==> src/rtl/bus_seq_pkg.sv <==
package bus_seq_pkg;

  typedef enum logic [2:0] {
    PH_IDLE,
    PH_SETUP,
    PH_STROBE,
    PH_CAPTURE,
    PH_RELEASE
  } phase_t;

  typedef struct packed {
    logic loadCmd;
    logic driveAddr;
    logic driveData;
    logic rdLow;
    logic wrLow;
    logic capInsn;
    logic capOperand;
    logic pcStep;
    logic done;
  } strobes_t;

  localparam logic TGT_INSN    = 1'b0;
  localparam logic TGT_OPERAND = 1'b1;

endpackage

==> src/rtl/bus_seq_ctrl.sv <==
module bus_seq_ctrl
  import bus_seq_pkg::*;
(
  input  logic     clk,
  input  logic     rstN,
  input  logic     reqValid,
  input  logic     reqWrite,
  input  logic     reqTarget,
  output strobes_t strobes
);

  phase_t phase;
  logic   isWrite;
  logic   isOperand;
  logic   busy;
  logic   inStrobe;

  always_ff @(posedge clk) begin
    if (!rstN) begin
      phase     <= PH_IDLE;
      isWrite   <= 1'b0;
      isOperand <= 1'b0;
    end else begin
      case (phase)
        PH_IDLE: begin
          if (reqValid) begin
            phase     <= PH_SETUP;
            isWrite   <= reqWrite;
            isOperand <= (reqTarget == TGT_OPERAND);
          end
        end
        PH_SETUP:   phase <= PH_STROBE;
        PH_STROBE:  phase <= PH_CAPTURE;
        PH_CAPTURE: phase <= PH_RELEASE;
        default:    phase <= PH_IDLE;
      endcase
    end
  end

  always_comb begin
    busy     = (phase != PH_IDLE);
    inStrobe = (phase == PH_STROBE) || (phase == PH_CAPTURE);
    strobes            = '0;
    strobes.loadCmd    = (phase == PH_IDLE) && reqValid;
    strobes.driveAddr  = busy;
    strobes.driveData  = busy && isWrite;
    strobes.rdLow      = inStrobe && !isWrite;
    strobes.wrLow      = inStrobe && isWrite;
    strobes.capInsn    = (phase == PH_CAPTURE) && !isWrite && !isOperand;
    strobes.capOperand = (phase == PH_CAPTURE) && !isWrite && isOperand;
    strobes.pcStep     = (phase == PH_SETUP) && !isWrite && !isOperand;
    strobes.done       = (phase == PH_RELEASE);
  end

endmodule

==> src/rtl/bus_seq_dpath.sv <==
module bus_seq_dpath
  import bus_seq_pkg::*;
#(
  parameter int ADDR_W = 24,
  parameter int DATA_W = 32
) (
  input  logic              clk,
  input  logic              rstN,
  input  strobes_t          strobes,
  input  logic [ADDR_W-1:0] reqAddr,
  input  logic [DATA_W-1:0] reqWdata,
  output logic [ADDR_W-1:0] busAddr,
  output logic [DATA_W-1:0] busWdata,
  output logic              dataOe,
  output logic              rdN,
  output logic              wrN,
  output logic              capInsn,
  output logic              capOperand,
  output logic              pcStep,
  output logic              done
);

  logic [ADDR_W-1:0] addrQ;
  logic [DATA_W-1:0] dataQ;

  always_ff @(posedge clk) begin
    if (!rstN) begin
      addrQ <= '0;
      dataQ <= '0;
    end else if (strobes.loadCmd) begin
      addrQ <= reqAddr;
      dataQ <= reqWdata;
    end
  end

  always_comb begin
    busAddr    = strobes.driveAddr ? addrQ : '0;
    busWdata   = strobes.driveData ? dataQ : '0;
    dataOe     = strobes.driveData;
    rdN        = !strobes.rdLow;
    wrN        = !strobes.wrLow;
    capInsn    = strobes.capInsn;
    capOperand = strobes.capOperand;
    pcStep     = strobes.pcStep;
    done       = strobes.done;
  end

endmodule

==> src/rtl/bus_cycle_seq.sv <==
module bus_cycle_seq
  import bus_seq_pkg::*;
#(
  parameter int ADDR_W = 24,
  parameter int DATA_W = 32
) (
  input  logic              clk,
  input  logic              rstN,
  input  logic              reqValid,
  input  logic              reqWrite,
  input  logic              reqTarget,
  input  logic [ADDR_W-1:0] reqAddr,
  input  logic [DATA_W-1:0] reqWdata,
  output logic [ADDR_W-1:0] busAddr,
  output logic [DATA_W-1:0] busWdata,
  output logic              dataOe,
  output logic              rdN,
  output logic              wrN,
  output logic              capInsn,
  output logic              capOperand,
  output logic              pcStep,
  output logic              done
);

  strobes_t strobes;

  bus_seq_ctrl u_ctrl (
    .clk       (clk),
    .rstN      (rstN),
    .reqValid  (reqValid),
    .reqWrite  (reqWrite),
    .reqTarget (reqTarget),
    .strobes   (strobes)
  );

  bus_seq_dpath #(.ADDR_W(ADDR_W), .DATA_W(DATA_W)) u_dpath (
    .clk        (clk),
    .rstN       (rstN),
    .strobes    (strobes),
    .reqAddr    (reqAddr),
    .reqWdata   (reqWdata),
    .busAddr    (busAddr),
    .busWdata   (busWdata),
    .dataOe     (dataOe),
    .rdN        (rdN),
    .wrN        (wrN),
    .capInsn    (capInsn),
    .capOperand (capOperand),
    .pcStep     (pcStep),
    .done       (done)
  );

endmodule

==> config.mk <==
export PLATFORM = sky130hd
export DESIGN_NAME = bus_cycle_seq
export DESIGN_NICKNAME = d
export VERILOG_FILES = /design/src/rtl/bus_seq_pkg.sv /design/src/rtl/bus_seq_ctrl.sv /design/src/rtl/bus_seq_dpath.sv /design/src/rtl/bus_cycle_seq.sv
export SDC_FILE = /design/constraint.sdc
export NUM_CORES = 1
export LEC_CHECK = 0
export ABC_AREA = 1
export ABC_CLOCK_PERIOD_IN_PS = 2900
export BUFFER_PORTS_ARGS = -buffer_cell sky130_fd_sc_hd__buf_2
export CAP_MARGIN = 40
export CORE_MARGIN = 2
export CORE_UTILIZATION = 40
export DETAILED_ROUTE_END_ITERATION = 8
export PLACE_DENSITY_LB_ADDON = 0.2
export SLEW_MARGIN = 5
export SYNTH_ARGS = -nofsm -noshare
export SYNTH_HDL_FRONTEND = slang
export SYNTH_SLANG_ARGS = --single-unit
==> constraint.sdc <==
create_clock -name clk -period 2.9 [get_ports clk]
set_input_delay 0.145 -clock clk [delete_from_list [all_inputs] [get_ports clk]]
set_output_delay 0.145 -clock clk [all_outputs]
set_load 0.02 [all_outputs]
==> summary.md <==
| Metric | Value |
|---|---|
| Arithmetic-cell share of the synthesized area counting full adders, half adders and majority gates | `0` |
| Vias in the first global route | `2897` |
| Max VDD drop | `0.304 mV` |
| Slowest library cell on the worst path | `sky130_fd_sc_hd__buf_4` |
| CTS clk-pin slew, worst paths | `approximately 70 ps` |
| Buffers and inverters on the worst path | `3` |
| First-pass GRT wire length | `13.1 mm` |
| Path type of the worst min-delay path | `in2reg` |
| Routed wirelength normalized by instance count | `10.4 µm` |
| Max Fanout on Critical Path | `64` |
| Shortest period the worst path allows | `2030 ps` |
| RSZ-0062 raised after global routing | `no` |
| Maximum number of pins on one net before global-route repair | `65` |
| Number of buffers created by CTS | `9` |
| Average cell area after synthesis | `5.76 µm²` |
| Floorplan die height | `roughly 96 µm` |
| # Max-Cap Violations | `0` |
| Clk sink count | `between 60 and 70` |
| Initial antenna violation count | `0` |
| Slew Viols, Final | `0` |
| Area delta synth->final | `25.8%` |
| Worst setup path category | `reg2out` |
| GRT Overall Usage | `0.182` |
| Ratio of cells with drive above 1 in the final layout | `0.213` |
| H-tree levels | `3` |
| Final design instance area without fill | `0.00425 mm²` |
| Portion of total power attributed to the clock network | `0.353` |
| Setup tns final | `0 ps` |
| Mux cell area share after synthesis | `0` |
| CTS Hold Bufs | `0` |
| Final period util | `0.699` |
| Max transition margin | `0.500` |
| Clock tree from TritonCTS | `yes` |
| Launch point of the worst path | `u_ctrl.phase[2]$_SDFFE_PN0P_` |
| Dominant combinational cell family by area after synthesis | `simple AND/OR/NAND/NOR gates` |
| Flops & latches, synth | `61` |
| Actual slew at the worst max-slew pin | `750 ps` |
| Share of the yosys chip area belonging to registers | `0.361` |
| Crit Reg-Reg Startpoint | `u_ctrl.phase[0]$_SDFFE_PN0P_` |
| Standard cell area after detailed placement | `0.00402 mm²` |
| Setup crit start kind | `register` |
| Leading cell type in the layout, fill and taps excluded | `sky130_fd_sc_hd__inv_1` |
| Total die area | `0.00920 mm²` |
| Origin of the worst min-delay path | `reqAddr[3]` |
| Total inserted antenna cells | `0` |
| Count of cells resized by post-cts repair | `0` |
| Most frequent cells in the layout | `sky130_fd_sc_hd__inv_1, sky130_fd_sc_hd__nand2_1, sky130_fd_sc_hd__buf_2, sky130_fd_sc_hd__nor2_1, sky130_fd_sc_hd__dfxtp_1` |
| Yosys warnings | `0` |
| Syn Std Cell Area | `~0.0034 mm²` |
| Sw power | `766 µW` |
| Compound-Gate Fraction of Synth Area | `0.00148` |
| Family with the most delay on the worst path | `buffers and inverters` |
| Gate power share | `0.254` |
| Core region area | `0.00822 mm²` |
| Max Freq | `~490 MHz` |
| # DRC | `0` |
| Final core area utilization | `0.517` |
| DR iter-0 viols | `113` |
| Maximum single-stage delay on the critical path | `~540 ps` |
| Global-route congestion overflow total | `0` |
| Post-synth cell types | `13` |
| Final hold viol count | `0` |
| Port-buffer cells | `123` |
| Root Driver | `sky130_fd_sc_hd__clkbuf_8` |
| Synthesized instance count | `587` |
| Post-detailed-route count of antenna-violating nets | `0` |
| Number of vias in the routed layout | `3478` |
| Number of buffers between clock root and the deepest sink | `2` |
| Clock latency on the worst-skew pair | `330 ps` |
| Critical path data arrival time | `about 1900 ps` |
| Number of iterations in the first detailed-routing pass | `4` |
| Detail-routed via count per cell | `4.35` |
| Detailed-placement wirelength estimate | `5.43 mm` |
| Total wire length | `8.31 mm` |
| Placement-stage worst setup slack | `roughly 1200 ps` |
| Number of top-level pins | `roughly 120` |
| Power per cell area | `579 mW/mm²` |
| Number of nets at the end of the flow | `751` |
| Min setup slack post-route | `874 ps` |
| Horiz. Die Dim | `between 90 and 100 µm` |
| Post-CTS Setup Bufs | `0` |
| Ordered cell list for the critical path | `inv_2 > buf_4 > nand3_1 > nor3_1 > buf_2` |
| Standard-cell rows | `33` |
| XOR/XNOR Fraction of Synth Area | `0` |
| Outcome | `completed` |
| Leakage power figure | `about 2.7 nW` |
| Critical path endpoint category | `primary output` |
| Share of total power in sequential cells | `0.393` |
| Worst setup skew after layout | `4.88 ps` |
| Area share of and/or/nand/nor cells after synthesis | `0.391` |
| Tot Pwr | `2.46 mW` |
| Int Pwr | `about 1.7 mW` |
| Placer's final routability congestion estimate | `0.766` |
| Initial core utilization | `0.411` |
| Worst path required time | `around 2800 ps` |
| Switching part of the total | `0.311` |
| Setup Viol. Count Final | `0` |
| Synthesized netlist net count | `648` |
==> worst reg2reg max path: stages, from the launching register on <==
cell	delay (ps)
sky130_fd_sc_hd__dfxtp_1	370
sky130_fd_sc_hd__nor2_4	120
sky130_fd_sc_hd__buf_4	490
sky130_fd_sc_hd__nand3_2	170
sky130_fd_sc_hd__buf_4	280
sky130_fd_sc_hd__nand2_1	110
sky130_fd_sc_hd__inv_1	40
sky130_fd_sc_hd__nor2_1	100
==> final cells by class <==
type | instances | area, µm²
Sequential cell | 61 | 1220
Tap cell | 105 | 131
Multi-Input combinational cell | 309 | 1330
Clock buffer | 12 | 165
Fill cell | 871 | 3970
Inverter | 179 | 672
Clock inverter | 3 | 67.6
Timing Repair Buffer | 130 | 668
==> power by group through the flow <==
stage / sequential (mW) / combinational, mW / clock (mW)
finish: 0.967 / 0.626 / 0.869
global route: 0.976 / 0.725 / 0.929
CTS: 0.968 / 0.633 / 0.893
detailed placement: 0.987 / 0.628 / 0
global placement: 0.983 / 0.625 / 0
floorplan: 0.979 / 0.474 / 0
==> metrics by stage <==
stage | cells | hold slack [ps]
6_report | 799 | 142
5_1_grt | 799 | 153
3_5_place_dp | 784 | 482
2_1_floorplan | 587 | 369
3_3_place_gp | 784 | 471
4_1_cts | 799 | 135
==> synth_stat cells, drive strengths merged <==
master	instances	area (µm²)
buf	22	101
nor3	3	15.0
clkbuf	16	60.1
inv	179	672
nand3	3	20.0
dfxtp	61	1220
nand2	125	469
nor2	119	454
nand4	58	363
a21oi	1	5.00
==> cells by family (layout without fill, tap and decap cells) <==
group | Yosys count | in the layout
AO/OA/AOI/OAI | 1 | 1
buffers and inverters | 217 | 324
flip-flops | 61 | 61
AND/OR/NAND/NOR | 308 | 308
==> state kept, by name, indices dropped and copies added (netlist names) <==
name              cells
u_ctrl.isOperand      1
u_ctrl.phase          3
u_dpath.addrQ        24
u_dpath.dataQ        32
u_ctrl.isWrite        1
==> worst paths after layout <==
kind / to / slack [ps] / cells past startpoint
setup / recovery: pcStep / 870 / 5
setup reg to reg: u_dpath.dataQ[4]$_SDFFE_PN0P_ / 1160 / 7
hold reg to reg: u_dpath.dataQ[12]$_SDFFE_PN0P_ / 520 / 4
hold / removal: u_dpath.addrQ[3]$_SDFFE_PN0P_ / 140 / 5
==> per-layer routing <==
metal	global-route usage	vias to the layer above	wire length, µm	share of wire
met5	0	-	0	0
li1	-	1879	-	-
met2	0.302	98	3910	0.47
met4	0.0500	0	51	0.0061
met3	0.0431	4	486	0.059
met1	0.237	1497	3860	0.46
Note: power is estimated with default switching activity, not from simulation.
